==> src/rtl/hsn_pkg.sv <==
package hsn_pkg;

    localparam int WIN_W  = 6;
    localparam int LVL_W  = 8;
    localparam int WLEN_W = WIN_W + 2;

    localparam logic [WIN_W-1:0] WIN_RST = '0;
    localparam logic [LVL_W-1:0] LVL_RST = '0;

    typedef enum logic {
        REG_WINDOW = 1'b0,
        REG_LEVEL  = 1'b1
    } reg_sel_e;

    typedef struct packed {
        logic [WIN_W-1:0] win;
        logic [LVL_W-1:0] lvl;
    } cfg_t;

    typedef struct packed {
        logic noise;
        logic drop;
    } evt_t;

    // Window length in cycles: (value + 1) * 2
    function automatic logic [WLEN_W-1:0] window_cycles(input logic [WIN_W-1:0] w);
        return ({2'b00, w} + 1'b1) << 1;
    endfunction

endpackage

==> src/rtl/hsn_cfg_regs.sv <==
module hsn_cfg_regs
    import hsn_pkg::*;
(
    input  logic       clk,
    input  logic       rst,
    input  logic       stop_req,
    input  logic       wr_en,
    input  reg_sel_e   wr_sel,
    input  logic [7:0] wr_data,
    output cfg_t       cfg
);

    always_ff @(posedge clk) begin
        if (rst || stop_req) begin
            cfg.win <= WIN_RST;
            cfg.lvl <= LVL_RST;
        end else if (wr_en) begin
            case (wr_sel)
                REG_WINDOW: cfg.win <= wr_data[WIN_W-1:0];
                REG_LEVEL:  cfg.lvl <= wr_data[LVL_W-1:0];
                default:    ;
            endcase
        end
    end

endmodule

==> src/rtl/hsn_edge_sync.sv <==
module hsn_edge_sync #(
    parameter int SYNC_STAGES = 2
) (
    input  logic clk,
    input  logic rst,
    input  logic hs_async,
    output logic lead_edge,
    output logic any_edge
);

    localparam int SH_W = SYNC_STAGES + 1;

    logic [SH_W-1:0] shreg;

    always_ff @(posedge clk) begin
        if (rst) shreg <= '0;
        else     shreg <= {shreg[SH_W-2:0], hs_async};
    end

    // shreg[SH_W-2] is the synchronized level, shreg[SH_W-1] its previous value
    assign lead_edge = shreg[SH_W-2] & ~shreg[SH_W-1];
    assign any_edge  = shreg[SH_W-2] ^ shreg[SH_W-1];

endmodule

==> src/rtl/hsn_line_timer.sv <==
module hsn_line_timer
    import hsn_pkg::*;
#(
    parameter int LINE_W = 16
) (
    input  logic              clk,
    input  logic              rst,
    input  logic              lead_edge,
    input  logic              any_edge,
    input  logic [WIN_W-1:0]  win_val,
    input  logic [LINE_W-1:0] line_period,
    output evt_t              evt
);

    localparam int TW = LINE_W + 1;

    logic [WLEN_W-1:0] win_rem;
    logic [WLEN_W-1:0] win_len;
    logic [TW-1:0]     line_cnt;
    logic [TW-1:0]     limit;
    logic              armed;
    logic              win_open;
    logic              opening;
    logic              expire;

    assign win_len  = window_cycles(win_val);
    assign win_open = (win_rem != '0);
    assign opening  = lead_edge & ~win_open;
    assign limit    = {1'b0, line_period} + TW'(win_len);
    assign expire   = armed & ~opening & (line_cnt >= limit);

    assign evt.noise = win_open & any_edge;
    assign evt.drop  = expire;

    always_ff @(posedge clk) begin
        if (rst) begin
            win_rem  <= '0;
            line_cnt <= '0;
            armed    <= 1'b0;
        end else begin
            if (opening)       win_rem <= win_len;
            else if (win_open) win_rem <= win_rem - 1'b1;

            if (opening) begin
                line_cnt <= '0;
                armed    <= 1'b1;
            end else if (expire) begin
                // restart as though the edge had arrived at its predicted place
                line_cnt <= TW'(win_len) + 1'b1;
            end else if (armed && line_cnt != '1) begin
                line_cnt <= line_cnt + 1'b1;
            end
        end
    end

endmodule

==> src/rtl/hsn_event_acc.sv <==
module hsn_event_acc
    import hsn_pkg::*;
#(
    parameter int CNT_W = 11
) (
    input  logic             clk,
    input  logic             rst,
    input  evt_t             evt,
    input  logic             vsync_det,
    input  logic             flag_clr,
    input  logic [LVL_W-1:0] level,
    output logic [CNT_W-1:0] count,
    output logic             flag
);

    logic             vs_odd;
    logic             frame_clr;
    logic [CNT_W-1:0] inc;
    logic [CNT_W:0]   sum;
    logic [CNT_W-1:0] cnt_nxt;
    logic             over;

    assign frame_clr = vsync_det & vs_odd;
    assign inc       = CNT_W'(evt.noise) + CNT_W'(evt.drop);
    assign sum       = {1'b0, count} + {1'b0, inc};
    assign cnt_nxt   = sum[CNT_W] ? {CNT_W{1'b1}} : sum[CNT_W-1:0];
    assign over      = 32'(count) > 32'({level, 2'b00});

    always_ff @(posedge clk) begin
        if (rst) begin
            count  <= '0;
            vs_odd <= 1'b0;
            flag   <= 1'b0;
        end else begin
            if (vsync_det) vs_odd <= ~vs_odd;
            count <= frame_clr ? '0 : cnt_nxt;
            flag  <= over | (flag & ~flag_clr);
        end
    end

endmodule

==> src/rtl/hsync_noise_detector.sv <==
module hsync_noise_detector
    import hsn_pkg::*;
#(
    parameter int LINE_W = 16,
    parameter int CNT_W  = 11
) (
    input  logic              clk,
    input  logic              rst,
    input  logic              stop_req,
    input  logic              wr_en,
    input  logic              wr_sel,
    input  logic [7:0]        wr_data,
    input  logic [LINE_W-1:0] line_period,
    input  logic              hsync_in,
    input  logic              vsync_det,
    input  logic              flag_clr,
    output logic              noise_flag
);

    cfg_t             cfg;
    logic             lead_edge;
    logic             any_edge;
    evt_t             evt;
    logic [CNT_W-1:0] evt_cnt;

    hsn_cfg_regs u_regs (
        .clk      (clk),
        .rst      (rst),
        .stop_req (stop_req),
        .wr_en    (wr_en),
        .wr_sel   (reg_sel_e'(wr_sel)),
        .wr_data  (wr_data),
        .cfg      (cfg)
    );

    hsn_edge_sync #(.SYNC_STAGES(2)) u_sync (
        .clk       (clk),
        .rst       (rst),
        .hs_async  (hsync_in),
        .lead_edge (lead_edge),
        .any_edge  (any_edge)
    );

    hsn_line_timer #(.LINE_W(LINE_W)) u_timer (
        .clk         (clk),
        .rst         (rst),
        .lead_edge   (lead_edge),
        .any_edge    (any_edge),
        .win_val     (cfg.win),
        .line_period (line_period),
        .evt         (evt)
    );

    hsn_event_acc #(.CNT_W(CNT_W)) u_acc (
        .clk       (clk),
        .rst       (rst),
        .evt       (evt),
        .vsync_det (vsync_det),
        .flag_clr  (flag_clr),
        .level     (cfg.lvl),
        .count     (evt_cnt),
        .flag      (noise_flag)
    );

endmodule

==> config.mk <==
export PLATFORM = sky130hd
export DESIGN_NAME = hsync_noise_detector
export DESIGN_NICKNAME = d
export VERILOG_FILES = /design/src/rtl/hsn_pkg.sv /design/src/rtl/hsn_cfg_regs.sv /design/src/rtl/hsn_edge_sync.sv /design/src/rtl/hsn_line_timer.sv /design/src/rtl/hsn_event_acc.sv /design/src/rtl/hsync_noise_detector.sv
export SDC_FILE = /design/constraint.sdc
export NUM_CORES = 1
export LEC_CHECK = 0
export ABC_CLOCK_PERIOD_IN_PS = 7000
export BUFFER_PORTS_ARGS = -buffer_cell sky130_fd_sc_hd__buf_2
export CORE_ASPECT_RATIO = 0.9
export CORE_MARGIN = 3
export CORE_UTILIZATION = 60
export CTS_CLUSTER_SIZE = 14
export DETAILED_ROUTE_END_ITERATION = 7
export GPL_TIMING_DRIVEN = 1
export PLACE_DENSITY = 0.84
export REMOVE_ABC_BUFFERS = 1
export SYNTH_ARGS = -nofsm -noshare
export SYNTH_HDL_FRONTEND = slang
export SYNTH_SLANG_ARGS = --single-unit
==> constraint.sdc <==
create_clock -name clk -period 7 [get_ports clk]
set_input_delay 1.4 -clock clk [delete_from_list [all_inputs] [get_ports clk]]
set_output_delay 1.4 -clock clk [all_outputs]
set_load 0.01 [all_outputs]
Word level (Yosys, flattened, before mapping)

Cells that the tools add are included.

Flip-flop bits (word level): 56
Bits of input ports: 32
Output and inout port bits: 1
Logic and storage cells: 49

Bitwise operators: 15
Reductions and logical operators: 9
$lt $le $gt $ge: 2
Multiplexer cells: 5
Eq/ne operators: 1
Add/subtract/negate cells: 7

Operator list:

| kind                                              | number |
|---|---|
| 2-to-1 mux 17 bit                                 | 2 |
| adder 16 x 8 -> 17 bit                            | 1 |
| adder 17 x 1 -> 17 bit (second input constant)    | 1 |
| greater-or-equal comparator 17 bit                | 1 |
| != test 17 bit (second input constant)            | 1 |
| 2-to-1 mux 8 bit                                  | 2 |
| adder 11 x 11 -> 12 bit                           | 1 |
| > comparator 11 x 10 -> 1 bit                     | 1 |
| 2-to-1 mux 11 bit                                 | 1 |
| adder 8 x 1 -> 9 bit (second input constant)      | 1 |
| nonzero test 8 bit                                | 1 |
| subtractor 8 x 1 -> 8 bit (second input constant) | 1 |
| adder 6 x 1 -> 7 bit (second input constant)      | 1 |
| AND 1 bit                                         | 7 |
| NOT 1 bit                                         | 6 |
| AND reduction 2 bit                               | 2 |
| nonzero test 2 bit                                | 2 |
| OR reduction 2 bit                                | 2 |
| adder 1 x 1 -> 2 bit                              | 1 |
| logical AND 1 bit                                 | 1 |
| logical OR 1 bit                                  | 1 |
| bitwise OR 1 bit                                  | 1 |
| XOR 1 bit                                         | 1 |

Logic depth before layout (Yosys ltp)

Depth in word-level cells: 9
Depth in mapped cells: 25
Gate-level depth less buffers: 24

Modules after synthesis

A second synthesis with hierarchy kept.

Cell total of the unflattened synthesis: 434
Area, all modules: 3711.1 um^2

Modules (own cells, without submodules):

| module         | instances | cells an instance | area each (um^2) | seq. area each (um^2) |
|---|---|---|---|---|
| hsn_line_timer | 1         | 270               | 2263.4           | 520.5 |
| hsn_event_acc  | 1         | 97                | 802.0            | 260.2 |
| hsn_cfg_regs   | 1         | 58                | 546.8            | 280.3 |
| hsn_edge_sync  | 1         | 9                 | 98.8             | 60.1 |

Worst setup path before layout

No wires, ideal clock.

Path kind: input to register
Start: in line_period[1]
End: reg u_acc.count[10]
Slack: 1.614 ns
Path buffers: 1
Setup time: 0.128 ns
Required time: 6.872 ns
Arrival: 5.258 ns
Stages on the path: 24
Path through: ha_1 > inv_1 > fa_1 > nor2b_1 > o21ai_0 > a21boi_0 > o21ai_0 > nand2b_1 > xor2_1 > ha_1 > a21o_1 > nand3_1 > a21oi_1 > o31ai_2 > nand2_2 > buf_6 > ha_1 > ha_1 > inv_1 > fa_1 > nor2_1 > nand4_1 > mux2i_1 > nor2_1

Longest elaborated chain between the ends: 6

Ends and longest elaborated chain:

| element                            | RTL line                   | RTL |
|---|---|---|
| start: declaration                 | hsync_noise_detector.sv:13 | `input logic [LINE_W-1:0] line_period,` |
| adder 16 x 8 -> 17 bit             | hsn_line_timer.sv:29       | `assign limit = {1'b0, line_period} + TW'(win_len);` |
| greater-or-equal comparator 17 bit | hsn_line_timer.sv:30       | `assign expire = armed & ~opening & (line_cnt >= limit);` |
| AND 1 bit                          | hsn_line_timer.sv:30       |  |
| adder 1 x 1 -> 2 bit               | hsn_event_acc.sv:24        | `assign inc = CNT_W'(evt.noise) + CNT_W'(evt.drop);` |
| adder 11 x 11 -> 12 bit            | hsn_event_acc.sv:25        | `assign sum = {1'b0, count} + {1'b0, inc};` |
| 2-to-1 mux 11 bit                  | hsn_event_acc.sv:26        | `assign cnt_nxt = sum[CNT_W] ? {CNT_W{1'b1}} : sum[CNT_W-1:0];` |
| end signal: assignment             | hsn_event_acc.sv:36        | `count <= frame_clr ? '0 : cnt_nxt;` |
| end: declaration                   | hsn_event_acc.sv:12        | `output logic [CNT_W-1:0] count,` |

Every way passes these cells.
A chain may end at the register's enable or synchronous reset.

Worst setup path in the final report

Same ends and word-level chain as after synthesis.

==> impl_metrics.json <==
{
  "slew-limit-headroom_pct": 31.3,
  "vias": 3115,
  "power_switching_mw": 0.262,
  "ant_nets": 0,
  "postSynth.asyncResetShare_pct": 0,
  "timing_hold_violations_final": 0,
  "run_status": "complete, no violations",
  "post_cts_hold_buffer_count": 0,
  "cts_root_buffer_type": "sky130_fd_sc_hd__clkbuf_8",
  "drc_errors": 0,
  "n_antenna_cell": 0,
  "global_route.usage.met1_pct": 34.7,
  "power.share.clock_pct": 23.6,
  "sequentialPowerShare_pct": 48.5,
  "share_comb_of_total_power_pct": 27.9,
  "post_cts_resized": 0,
  "global_route_wire_length_before_repair_mm": 13.7,
  "grt_overflow_total": 0,
  "p_sw_share_pct": 33.6,
  "power.leakage_nw": 1.65,
  "design_power_total_mw": 0.780,
  "drt_iter0_markers": 194,
  "worst-setup-path-type": "in -> reg",
  "grt_usage_pct": 24.0,
  "fillCellCount": 479,
  "ys_ff_latch": 56,
  "power.density_cell_area_nw_per_um2": 192,
  "layout_worst_path_cycle_share_pct": 87.4,
  "core_area_um2": 5890,
  "htree_levels": 2,
  "tritoncts_sink_count": 56,
  "postSynthAreaPerCell_um2": 8.67,
  "ys_top_cells_by_area": "sky130_fd_sc_hd__dfxtp_1 30%, sky130_fd_sc_hd__ha_1 13%, sky130_fd_sc_hd__xnor2_1 5.3%",
  "dominantRegCellSynth": "sky130_fd_sc_hd__dfxtp_1",
  "post-cts-setup-buffer-count": 0,
  "total_nets_final": 534,
  "drt-vias-per-instance": 5.72,
  "synthDominantCellAreaShare_pct": 29.7,
  "route.final.wire_length_mm": 8.10,
  "critPathArrivalTime_ps": 6310,
  "flow.area_growth_from_synthesis_pct": 7.63,
  "synth_cell_type_count": 48,
  "rows": 26,
  "antenna_found_initial": 0,
  "final_layout_size_suffix_gt1_share_pct": 16.1,
  "floorplan.initialDensity_pct": 64.1,
  "vias_in_the_first_global_route": 3015,
  "yosys-top-cells-count": "56 x sky130_fd_sc_hd__dfxtp_1, 40 x sky130_fd_sc_hd__ha_1, 38 x sky130_fd_sc_hd__nor2_1, 32 x sky130_fd_sc_hd__a21oi_1, 31 x sky130_fd_sc_hd__nand3_1",
  "synth_edf_count": 0,
  "tritoncts.num_buffers": 5,
  "clock-skew-final_ps": 5.08,
  "die_area_um2": 7280,
  "io_buffer_count": 32,
  "clock_tree_from_tritoncts": "built",
  "final_period_minus_worst_setup_slack_ps": 6120,
  "clk_path_buf_depth": 2,
  "seq_area_frac_synth_pct": 29.7,
  "grt_max_degree": 19,
  "final-setup-viol-count": 0,
  "synth_top_cell_by_area": "sky130_fd_sc_hd__dfxtp_1",
  "synthMostInstantiatedCell": "sky130_fd_sc_hd__dfxtp_1",
  "timing.hold.worst.class": "reg -> reg",
  "max_cap_viol_count": 0,
  "critPathMaxFanout": 15,
  "irDropWorstVdd_v": 0.000114,
  "totalNegativeSetupSlack_ps": 0,
  "post-dp-hpwl_mm": 6.39,
  "dieWidth_um": 89.6,
  "globalRouteMet3Util_pct": 4.97,
  "synth_cells": 435,
  "worstPathRequired_ps": 7190,
  "post_synthesis_cell_area_um2": 3770,
  "ys.warnings.count": 0,
  "final_max_slew_viol_count": 0,
  "max_slew.worst_pin.slew_ps": 1030,
  "num_io_pins": 33,
  "clkTransAtPathRegs_ps": 100,
  "grt-busiest-layer": "met2",
  "worst_skew_pair.late_latency_ps": 310,
  "grtUsageMet2_pct": 36.5,
  "average_routed_wire_per_standard_cell_um": 14.9,
  "routabilityCongestion": 0.876,
  "fmax_ghz": 0.163,
  "critical_path.endpoint_type": "flip-flop",
  "rsz_0062_raised_after_global_routing": "false",
  "fp.dieH_um": 81.2,
  "critical_path.startpoint_type": "input pin",
  "power.internal_mw": 0.518,
  "detailedRoute.firstPassIterationCount": 4
}
-- critical path: stages --
cell and delay (ps):
sky130_fd_sc_hd__buf_2 90, sky130_fd_sc_hd__ha_1 230, sky130_fd_sc_hd__inv_1 80, sky130_fd_sc_hd__fa_1 400
sky130_fd_sc_hd__nor2b_1 120, sky130_fd_sc_hd__o21ai_0 100, sky130_fd_sc_hd__a21boi_0 240, sky130_fd_sc_hd__o21ai_0 230
sky130_fd_sc_hd__nor3_1 280, sky130_fd_sc_hd__xnor2_1 160, sky130_fd_sc_hd__ha_1 250, sky130_fd_sc_hd__nand4_1 110
sky130_fd_sc_hd__nor2_1 70, sky130_fd_sc_hd__and3_4 180, sky130_fd_sc_hd__a31oi_4 450, sky130_fd_sc_hd__nand2_2 340
sky130_fd_sc_hd__ha_1 380, sky130_fd_sc_hd__ha_1 150, sky130_fd_sc_hd__inv_1 50, sky130_fd_sc_hd__fa_1 420
sky130_fd_sc_hd__nor2_1 170, sky130_fd_sc_hd__nand4_1 130, sky130_fd_sc_hd__mux2i_1 170, sky130_fd_sc_hd__nor2_1 70
-- through the flow --
stage                     setup WS (ps)  hold WS [ps]  cells  instance area (um2)  util, %
after detailed placement            561           435    537                 3970     67.4
after CTS                           907           457    545                 4060     69.0
after global placement              812           426    537                 3970     67.4
after global routing                391           470    545                 4060     69.0
final                               881           455    545                 4060     69.0
after floorplan                     924           414    420                 3690        -
-- flip-flops by register name, summed over array words and instances, names as in the netlist --
name	count
u_acc.vs_odd	1
u_sync.shreg	3
u_acc.flag	1
u_timer.line_cnt	17
u_acc.count	11
u_regs.cfg	14
u_timer.armed	1
u_timer.win_rem	8
-- layer usage --
layer	routed length [um]	vias up
met1	4030	1466
met3	431	7
met5	0	-
met4	62	0
met2	3570	67
li1	-	1575
-- worst paths after layout --
path	from	endpoint	slack [ps]	depth (start not counted)
worst min-delay path	u_sync.shreg[0]	u_sync.shreg[1]	460	1
worst max-delay path	line_period[1]	u_acc.count[10]	880	24
worst min register to register	u_sync.shreg[0]	u_sync.shreg[1]	460	1
worst max register to register	u_regs.cfg[8]	u_acc.count[10]	1130	23
-- power by group through the flow --
stage	Sequential, mW	Combinational, mW	Clock, mW
floorplan	0.379	0.166	0
global placement	0.383	0.206	0
detailed placement	0.385	0.214	0
CTS	0.378	0.217	0.188
global route	0.383	0.243	0.203
finish	0.378	0.217	0.184
-- cells in the final DEF (no fill, tap or decap), types with 3 or more instances in the layout --
master and count:
sky130_fd_sc_hd__clkbuf_8 6, sky130_fd_sc_hd__nand2_1 30, sky130_fd_sc_hd__a21oi_2 7, sky130_fd_sc_hd__dfxtp_1 56, sky130_fd_sc_hd__nor3b_2 9, sky130_fd_sc_hd__nor2_1 38
sky130_fd_sc_hd__nand4_1 11, sky130_fd_sc_hd__mux2i_1 9, sky130_fd_sc_hd__a21o_1 3, sky130_fd_sc_hd__ha_1 40, sky130_fd_sc_hd__inv_1 25, sky130_fd_sc_hd__nor3_2 9
sky130_fd_sc_hd__nor3_1 7, sky130_fd_sc_hd__nand3_1 31, sky130_fd_sc_hd__and3_1 7, sky130_fd_sc_hd__nor2b_1 9, sky130_fd_sc_hd__a211oi_1 9, sky130_fd_sc_hd__xnor2_1 23
sky130_fd_sc_hd__or3_1 3, sky130_fd_sc_hd__nand2b_1 6, sky130_fd_sc_hd__o21ai_0 11, sky130_fd_sc_hd__a21oi_1 32, sky130_fd_sc_hd__xor2_1 19, sky130_fd_sc_hd__buf_2 32
-- area by class of cell --
type                       count  area, um2  area share (%)
tap                           84        105            2.59
clock inverter                 1       7.51           0.185
inverter                      25       93.8            2.31
multi-input combinational    339       2480            61.0
clock buffer                   7       86.3            2.13
sequential                    56       1120            27.6
timing repair buffer          33        168            4.13
-- cells by family (layout without fill, tap and decap cells) --
family / count (synthesis) / after routing / share of synthesized area [%]
flip-flops: 56 / 56 / 29.7
adder cells (fa/ha/maj): 42 / 42 / 14.3
AO/OA/AOI/OAI: 75 / 75 / 13.5
XOR/XNOR: 42 / 42 / 9.75
AND/OR/NAND/NOR: 171 / 171 / 25.8
multiplexers: 9 / 9 / 2.39
buffers and inverters: 40 / 66 / 4.58
Power figures use the tool's default switching activity.
